$ cat src/rtl/bwd_pkg.sv
package bwd_pkg;

   localparam int unsigned CODE_W = 4;
   localparam int unsigned EXP_W  = 6;
   localparam int unsigned PF_BIT = 3;

   typedef enum logic [1:0] {
      WIN_CSR  = 2'd0,
      WIN_SRAM = 2'd1,
      WIN_DRAM = 2'd2,
      WIN_NONE = 2'd3
   } win_e;

   typedef struct packed {
      logic [CODE_W-1:0] code;
      logic              pf;
   } msk_t;

   // exponent 0 encodes a switched-off window
   function automatic logic [EXP_W-1:0] sram_local_exp(input logic [CODE_W-1:0] c);
      if (c >= 4'd1 && c <= 4'd12) return EXP_W'(16) + EXP_W'(c);
      return '0;
   endfunction

   function automatic logic [EXP_W-1:0] dram_local_exp(input logic [CODE_W-1:0] c);
      if (c >= 4'd1 && c <= 4'd11) return EXP_W'(19) + EXP_W'(c);
      return '0;
   endfunction

   function automatic logic [EXP_W-1:0] window_exp(
      input int unsigned       kind,
      input logic              host,
      input logic [1:0]        strap,
      input logic [CODE_W-1:0] code,
      input int unsigned       csr_l,
      input int unsigned       sram_sl,
      input int unsigned       dram_sl);
      logic [EXP_W-1:0] loc, strapped, r;
      if (kind == 1) begin
         loc      = sram_local_exp(code);
         strapped = EXP_W'(sram_sl) + EXP_W'(strap);
      end else begin
         loc      = dram_local_exp(code);
         strapped = EXP_W'(dram_sl) + EXP_W'(strap);
      end
      r = host ? strapped : loc;
      if (kind == 0) r = EXP_W'(csr_l);
      return r;
   endfunction

endpackage

$ cat src/rtl/bwd_prio.sv
module bwd_prio
   import bwd_pkg::*;
(
   input  logic [2:0] hit,
   output win_e       idx
);

   always_comb begin
      if (hit[0])      idx = WIN_CSR;
      else if (hit[1]) idx = WIN_SRAM;
      else if (hit[2]) idx = WIN_DRAM;
      else             idx = WIN_NONE;
   end

endmodule

$ cat src/rtl/bwd_window.sv
module bwd_window
   import bwd_pkg::*;
#(
   parameter int unsigned ADDR_W          = 32,
   parameter int unsigned KIND            = 0,
   parameter int unsigned CSR_LOG2        = 20,
   parameter int unsigned SRAM_STRAP_LOG2 = 25,
   parameter int unsigned DRAM_STRAP_LOG2 = 27
)(
   input  logic              clk,
   input  logic              rst_n,
   input  logic              host_mode,
   input  logic [1:0]        strap,
   input  logic              msk_we,
   input  logic [CODE_W-1:0] msk_code,
   input  logic              msk_pf,
   input  logic              bar_we,
   input  logic [ADDR_W-1:0] bar_wdata,
   input  logic [ADDR_W-1:0] addr,
   output logic              hit,
   output logic [ADDR_W-1:0] off,
   output logic [ADDR_W-1:0] rd
);

   msk_t              msk_q;
   logic [ADDR_W-1:0] bar_q;
   logic [EXP_W-1:0]  exp_w;
   logic [ADDR_W-1:0] lomask;
   logic              en;

   always_ff @(posedge clk) begin
      if (!rst_n) begin
         msk_q <= '0;
         bar_q <= '0;
      end else begin
         if (msk_we) msk_q <= '{code: msk_code, pf: msk_pf};
         if (bar_we) bar_q <= bar_wdata;
      end
   end

   assign exp_w  = window_exp(KIND, host_mode, strap, msk_q.code,
                              CSR_LOG2, SRAM_STRAP_LOG2, DRAM_STRAP_LOG2);
   assign en     = (exp_w != '0);
   assign lomask = en ? ((ADDR_W'(1) << exp_w) - ADDR_W'(1)) : '0;

   assign hit = en && ((addr & ~lomask) == (bar_q & ~lomask));
   assign off = addr & lomask;
   assign rd  = en ? ((bar_q & ~lomask) | (ADDR_W'(msk_q.pf) << PF_BIT)) : '0;

endmodule

$ cat src/rtl/bwd_top.sv
module bwd_top
   import bwd_pkg::*;
#(
   parameter int unsigned ADDR_W          = 32,
   parameter int unsigned CSR_LOG2        = 20,
   parameter int unsigned SRAM_STRAP_LOG2 = 25,
   parameter int unsigned DRAM_STRAP_LOG2 = 27
)(
   input  logic              clk,
   input  logic              rst_n,
   input  logic              host_mode,
   input  logic [1:0]        sram_strap,
   input  logic [1:0]        dram_strap,
   input  logic              msk_we,
   input  logic [1:0]        msk_sel,
   input  logic [3:0]        msk_code,
   input  logic              msk_pf,
   input  logic              bar_we,
   input  logic [1:0]        bar_sel,
   input  logic [ADDR_W-1:0] bar_wdata,
   input  logic [1:0]        rd_sel,
   output logic [ADDR_W-1:0] rd_data,
   input  logic [ADDR_W-1:0] addr,
   input  logic              addr_vld,
   output logic              hit_vld,
   output logic              hit_csr,
   output logic              hit_sram,
   output logic              hit_dram,
   output logic [1:0]        hit_idx,
   output logic [ADDR_W-1:0] hit_off
);

   localparam int unsigned N_WIN = 3;

   // elaboration-time parameter checks
   if (ADDR_W < 31 || ADDR_W > 64) begin : g_bad_aw
      $error("bwd_top: ADDR_W must be 31..64");
   end
   if (CSR_LOG2 < 4 || CSR_LOG2 >= ADDR_W) begin : g_bad_csr
      $error("bwd_top: CSR_LOG2 out of range");
   end
   if (SRAM_STRAP_LOG2 + 3 >= ADDR_W || DRAM_STRAP_LOG2 + 3 >= ADDR_W) begin : g_bad_strap
      $error("bwd_top: strap sizes exceed address width");
   end

   logic [N_WIN-1:0]  hit_w;
   logic [ADDR_W-1:0] off_w [4];
   logic [ADDR_W-1:0] rd_w  [4];
   win_e              win;

   for (genvar i = 0; i < N_WIN; i++) begin : g_win
      logic [1:0] strap_i;
      logic       mwe_i;
      if (i == 1) begin : g_s
         assign strap_i = sram_strap;
      end else if (i == 2) begin : g_d
         assign strap_i = dram_strap;
      end else begin : g_c
         assign strap_i = 2'b00;
      end
      assign mwe_i = (i != 0) && msk_we && (msk_sel == 2'(i));

      bwd_window #(
         .ADDR_W         (ADDR_W),
         .KIND           (i),
         .CSR_LOG2       (CSR_LOG2),
         .SRAM_STRAP_LOG2(SRAM_STRAP_LOG2),
         .DRAM_STRAP_LOG2(DRAM_STRAP_LOG2)
      ) u_win (
         .clk      (clk),
         .rst_n    (rst_n),
         .host_mode(host_mode),
         .strap    (strap_i),
         .msk_we   (mwe_i),
         .msk_code (msk_code),
         .msk_pf   (msk_pf),
         .bar_we   (bar_we && (bar_sel == 2'(i))),
         .bar_wdata(bar_wdata),
         .addr     (addr),
         .hit      (hit_w[i]),
         .off      (off_w[i]),
         .rd       (rd_w[i])
      );
   end

   assign off_w[3] = '0;
   assign rd_w[3]  = '0;

   bwd_prio u_prio (
      .hit(hit_w),
      .idx(win)
   );

   assign rd_data = rd_w[rd_sel];

   always_ff @(posedge clk) begin
      if (!rst_n || !addr_vld) begin
         hit_vld  <= 1'b0;
         hit_csr  <= 1'b0;
         hit_sram <= 1'b0;
         hit_dram <= 1'b0;
         hit_idx  <= WIN_NONE;
         hit_off  <= '0;
      end else begin
         hit_vld  <= 1'b1;
         hit_csr  <= (win == WIN_CSR);
         hit_sram <= (win == WIN_SRAM);
         hit_dram <= (win == WIN_DRAM);
         hit_idx  <= win;
         hit_off  <= off_w[win];
      end
   end

endmodule

$ cat config.mk
export PLATFORM = sky130hd
export DESIGN_NAME = bwd_top
export DESIGN_NICKNAME = d
export VERILOG_FILES = /design/src/rtl/bwd_pkg.sv /design/src/rtl/bwd_prio.sv /design/src/rtl/bwd_window.sv /design/src/rtl/bwd_top.sv
export SDC_FILE = /design/constraint.sdc
export NUM_CORES = 1
export LEC_CHECK = 0
export BUFFER_PORTS_ARGS = -buffer_cell sky130_fd_sc_hd__buf_2
export CAP_MARGIN = 20
export CORE_MARGIN = 2
export CORE_UTILIZATION = 35
export CTS_CLUSTER_SIZE = 8
export DETAILED_ROUTE_END_ITERATION = 8
export GPL_ROUTABILITY_DRIVEN = 0
export PLACE_DENSITY = 0.53
export SLEW_MARGIN = 20
export SYNTH_ARGS = -nofsm -noshare
export SYNTH_HDL_FRONTEND = slang
export SYNTH_SLANG_ARGS = --single-unit
$ cat constraint.sdc
create_clock -name clk -period 4.98 [get_ports clk]
set_input_delay 0 -clock clk [delete_from_list [all_inputs] [get_ports clk]]
set_output_delay 0 -clock clk [all_outputs]
set_load 0.1 [all_outputs]
==> metrics.cfg <==
[run_status]
outcome=completed

[synthesis]
ys_async_sr_fraction=0
ys_warn_count=0
synth_edf_count=0
ys.flop_type=dfxtp_1
ys_ff_latch=108
syn_avg_cell_area_sq_um=8.14
syn_inst=810
yosys.cell_types.count=79
ys_seq_area_frac=0.328
synth_area_sq_um=6600

[global_route]
grt_antenna_before_repair=1
grt_pass1_wl_um=34900
grtUsageTotal=0.226
grt_pass1_vias=6081
overflow=0
grt_max_degree=72

[floorplan]
core_area_sq_um=18600
die_w_um=141
rows=50
boundaryPins=155
die_h_um=141
start_util=0.355
dieArea_sq_um=20000

[worst_setup_path]
critPathArrivalTime_ps=4930
cp-endpoint=hit_off[21]$_SDFF_PN0_
crit_path_max_fanout=16
cp.required_ps=5300
rr_startpoint=g_win[1].u_win.msk_q[4]$_SDFFE_PN0P_
crit_path_start_kind=flop
reg2reg_to=hit_off[21]$_SDFF_PN0_
critPathKind=reg2reg
crit_start=g_win[1].u_win.msk_q[4]$_SDFFE_PN0P_
reg2reg_depth=14
r2r_slack_ps=370
end_kind=flop

[clock_tree]
cts-htree-levels=3
clock_path_buffers=2
clk_latency_ps=370
ctsResizeCount=0
cts.clk_slew.worst_paths_ps=80
cts.sinks=108
cts_tree=done
root_buffer=clkbuf_16
cts_buffers=9

[final_layout]
multi_input_area_sq_um=4120
regArea_sq_um=2160
final_nets=1071
antenna_cells=0
fin_area_sq_um=8370
fillers=1923
drive_gt1_frac=0.194
area_growth_syn_to_layout_pct=26.9

[route]
first_pass_iters=5
drc=0
postRouteAntennaNets=0
vias=6542
wl_per_cell_um=18.9
routed_wl_um=23000
drt_iter0_markers=503
drt-vias-per-instance=5.37

[sta]
rsz0062_at_grt=false
setup_tns_ps=0
max_freq_mhz=217
slew_viol_final=0
worst_pin_slew_ps=1060
hold_viol=0
final.min_clock_period_ps=4610
timing.final.ws_setup_ps=371
relSlewSlack=0.291
min_period_over_period=0.925
clock_skew_ps=13.7
finalSetupViolCount=0

[pwr]
p_per_area_nw_per_um2=259
p_leak_uw=0.00349
irDropWorstVdd_v=0.000174

[worst_hold_path]
hold_path_class=in2reg

[place]
pre_cts_ws_ps=516
hpwl_um=17000
placed_cell_area_sq_um=7430
port_buffers=139

[run]
maxCapViolCount=0

[cell usage in the layout (no fill, tap or decap), drive strengths merged, types with 17 or more instances in the layout]
| cell | instances |
|---|---|
| a21boi | 48 |
| buf | 153 |
| nor2b | 41 |
| a22o | 17 |
| dfxtp | 108 |
| nor2 | 36 |
| o21ai | 33 |
| nand3 | 18 |
| mux2i | 23 |
| nand2 | 130 |
| xnor2 | 26 |
| xor2 | 34 |
| inv | 21 |
| a21oi | 22 |
| dlygate4sd3 | 59 |
[per-layer routing]
| metal | global-route usage | vias to the layer above | part of all wire |
|---|---|---|---|
| li1 | - | 3195 | - |
| met1 | 0.320 | 3094 | 0.48 |
| met2 | 0.347 | 215 | 0.44 |
| met3 | 0.0422 | 38 | 0.054 |
| met4 | 0.0747 | 0 | 0.030 |
| met5 | 0 | - | 0 |
[cell type report]
| class | count | area share |
|---|---|---|
| clock inverters | 7 | 0.0132 |
| inverters | 18 | 0.00807 |
| repair buffers | 212 | 0.166 |
| flip-flops and latches | 108 | 0.258 |
| clock buffers | 9 | 0.0269 |
| well taps | 234 | 0.0350 |
| multi-input cells | 631 | 0.492 |
[synthesized netlist by cell type (6+ instances only)]
cell | number | area, sq um
a21boi_0 | 48 | 360
a21oi_1 | 22 | 110
a22o_1 | 17 | 149
a31oi_1 | 7 | 43.8
a41oi_1 | 8 | 70.1
and2_1 | 11 | 68.8
and3_1 | 14 | 87.6
buf_2 | 9 | 45.0
buf_4 | 7 | 52.6
clkbuf_1 | 43 | 161
dfxtp_1 | 108 | 2160
ha_1 | 6 | 75.1
inv_1 | 18 | 67.6
mux2i_1 | 23 | 230
nand2_1 | 130 | 488
nand2b_1 | 8 | 50.1
nand3_1 | 17 | 85.1
nor2_1 | 36 | 135
nor2b_1 | 41 | 257
nor3_1 | 10 | 50.1
nor4_1 | 9 | 56.3
nor4_2 | 7 | 87.6
o21a_1 | 12 | 90.1
o21ai_0 | 30 | 150
xnor2_1 | 26 | 228
xor2_1 | 34 | 298
[report_power, final]
part           internal [uW]  total, uW  switching (uW)
Combinational            166        451             285
Sequential               883        910            27.3
Clock                    413        804             392
[sequential cells by signal, summed over array words and instances, names as in the netlist]
register / count
hit_vld: 1
hit_idx: 2
g_win.u_win.msk_q: 10
hit_off: 32
hit_sram: 1
hit_dram: 1
hit_csr: 1
g_win.u_win.bar_q: 60
[worst min-delay path by stage]
| stage | from | end | slack, ps | cells after the start |
|---|---|---|---|---|
| floorplan | addr[27] | hit_off[27]$_SDFF_PN0_ | 120 | 1 |
| global placement | addr[3] | hit_off[3]$_SDFF_PN0_ | 200 | 2 |
| detailed placement | addr[7] | hit_off[7]$_SDFF_PN0_ | 200 | 2 |
| CTS | addr[21] | hit_off[21]$_SDFF_PN0_ | 3 | 2 |
| global route | addr[21] | hit_off[21]$_SDFF_PN0_ | 20 | 2 |
| finish | addr[21] | hit_off[21]$_SDFF_PN0_ | 30 | 2 |
[critical path: stages (launching register included)]
cell	delay, ps
dfxtp_1	450
or4_1	570
a21oi_1	150
buf_4	180
inv_1	60
ha_1	190
or4_1	530
nor3b_1	430
nand2b_1	200
a31oi_1	120
a211oi_1	200
and4_1	600
nand2_1	450
nor3_1	290
a31o_2	130
[per-stage QoR]
step           total power [uW]  hold WS, ps  std cells   util
2_1_floorplan              1200          117        818      -
3_3_place_gp               1340          199       1142  0.400
3_5_place_dp               1340          203       1142  0.400
4_1_cts                    2180         3.33       1217  0.450
5_1_grt                    2250         17.8       1219  0.450
6_report                   2170         34.7       1219  0.450
[logic make-up after synthesis]
group | after synthesis | share of synthesized area
xor gates and xnor gates | 60 | 0.0797
and+or+nand+nor | 322 | 0.257
AOI/OAI and AO/OA | 209 | 0.234
DFF | 108 | 0.328
adders and majority gates | 6 | 0.0114
buffers and inverters | 79 | 0.0529
muxes | 24 | 0.0366
other | 2 | 0.00114
[timing repair]
action / CTS / global route
setup buffers: 0 / 0
hold buffers: 59 / 0
setup endpoints to repair: 0 / 0
hold endpoints to repair: 100 / 0
No activity file was read; power rests on OpenSTA's default activity.
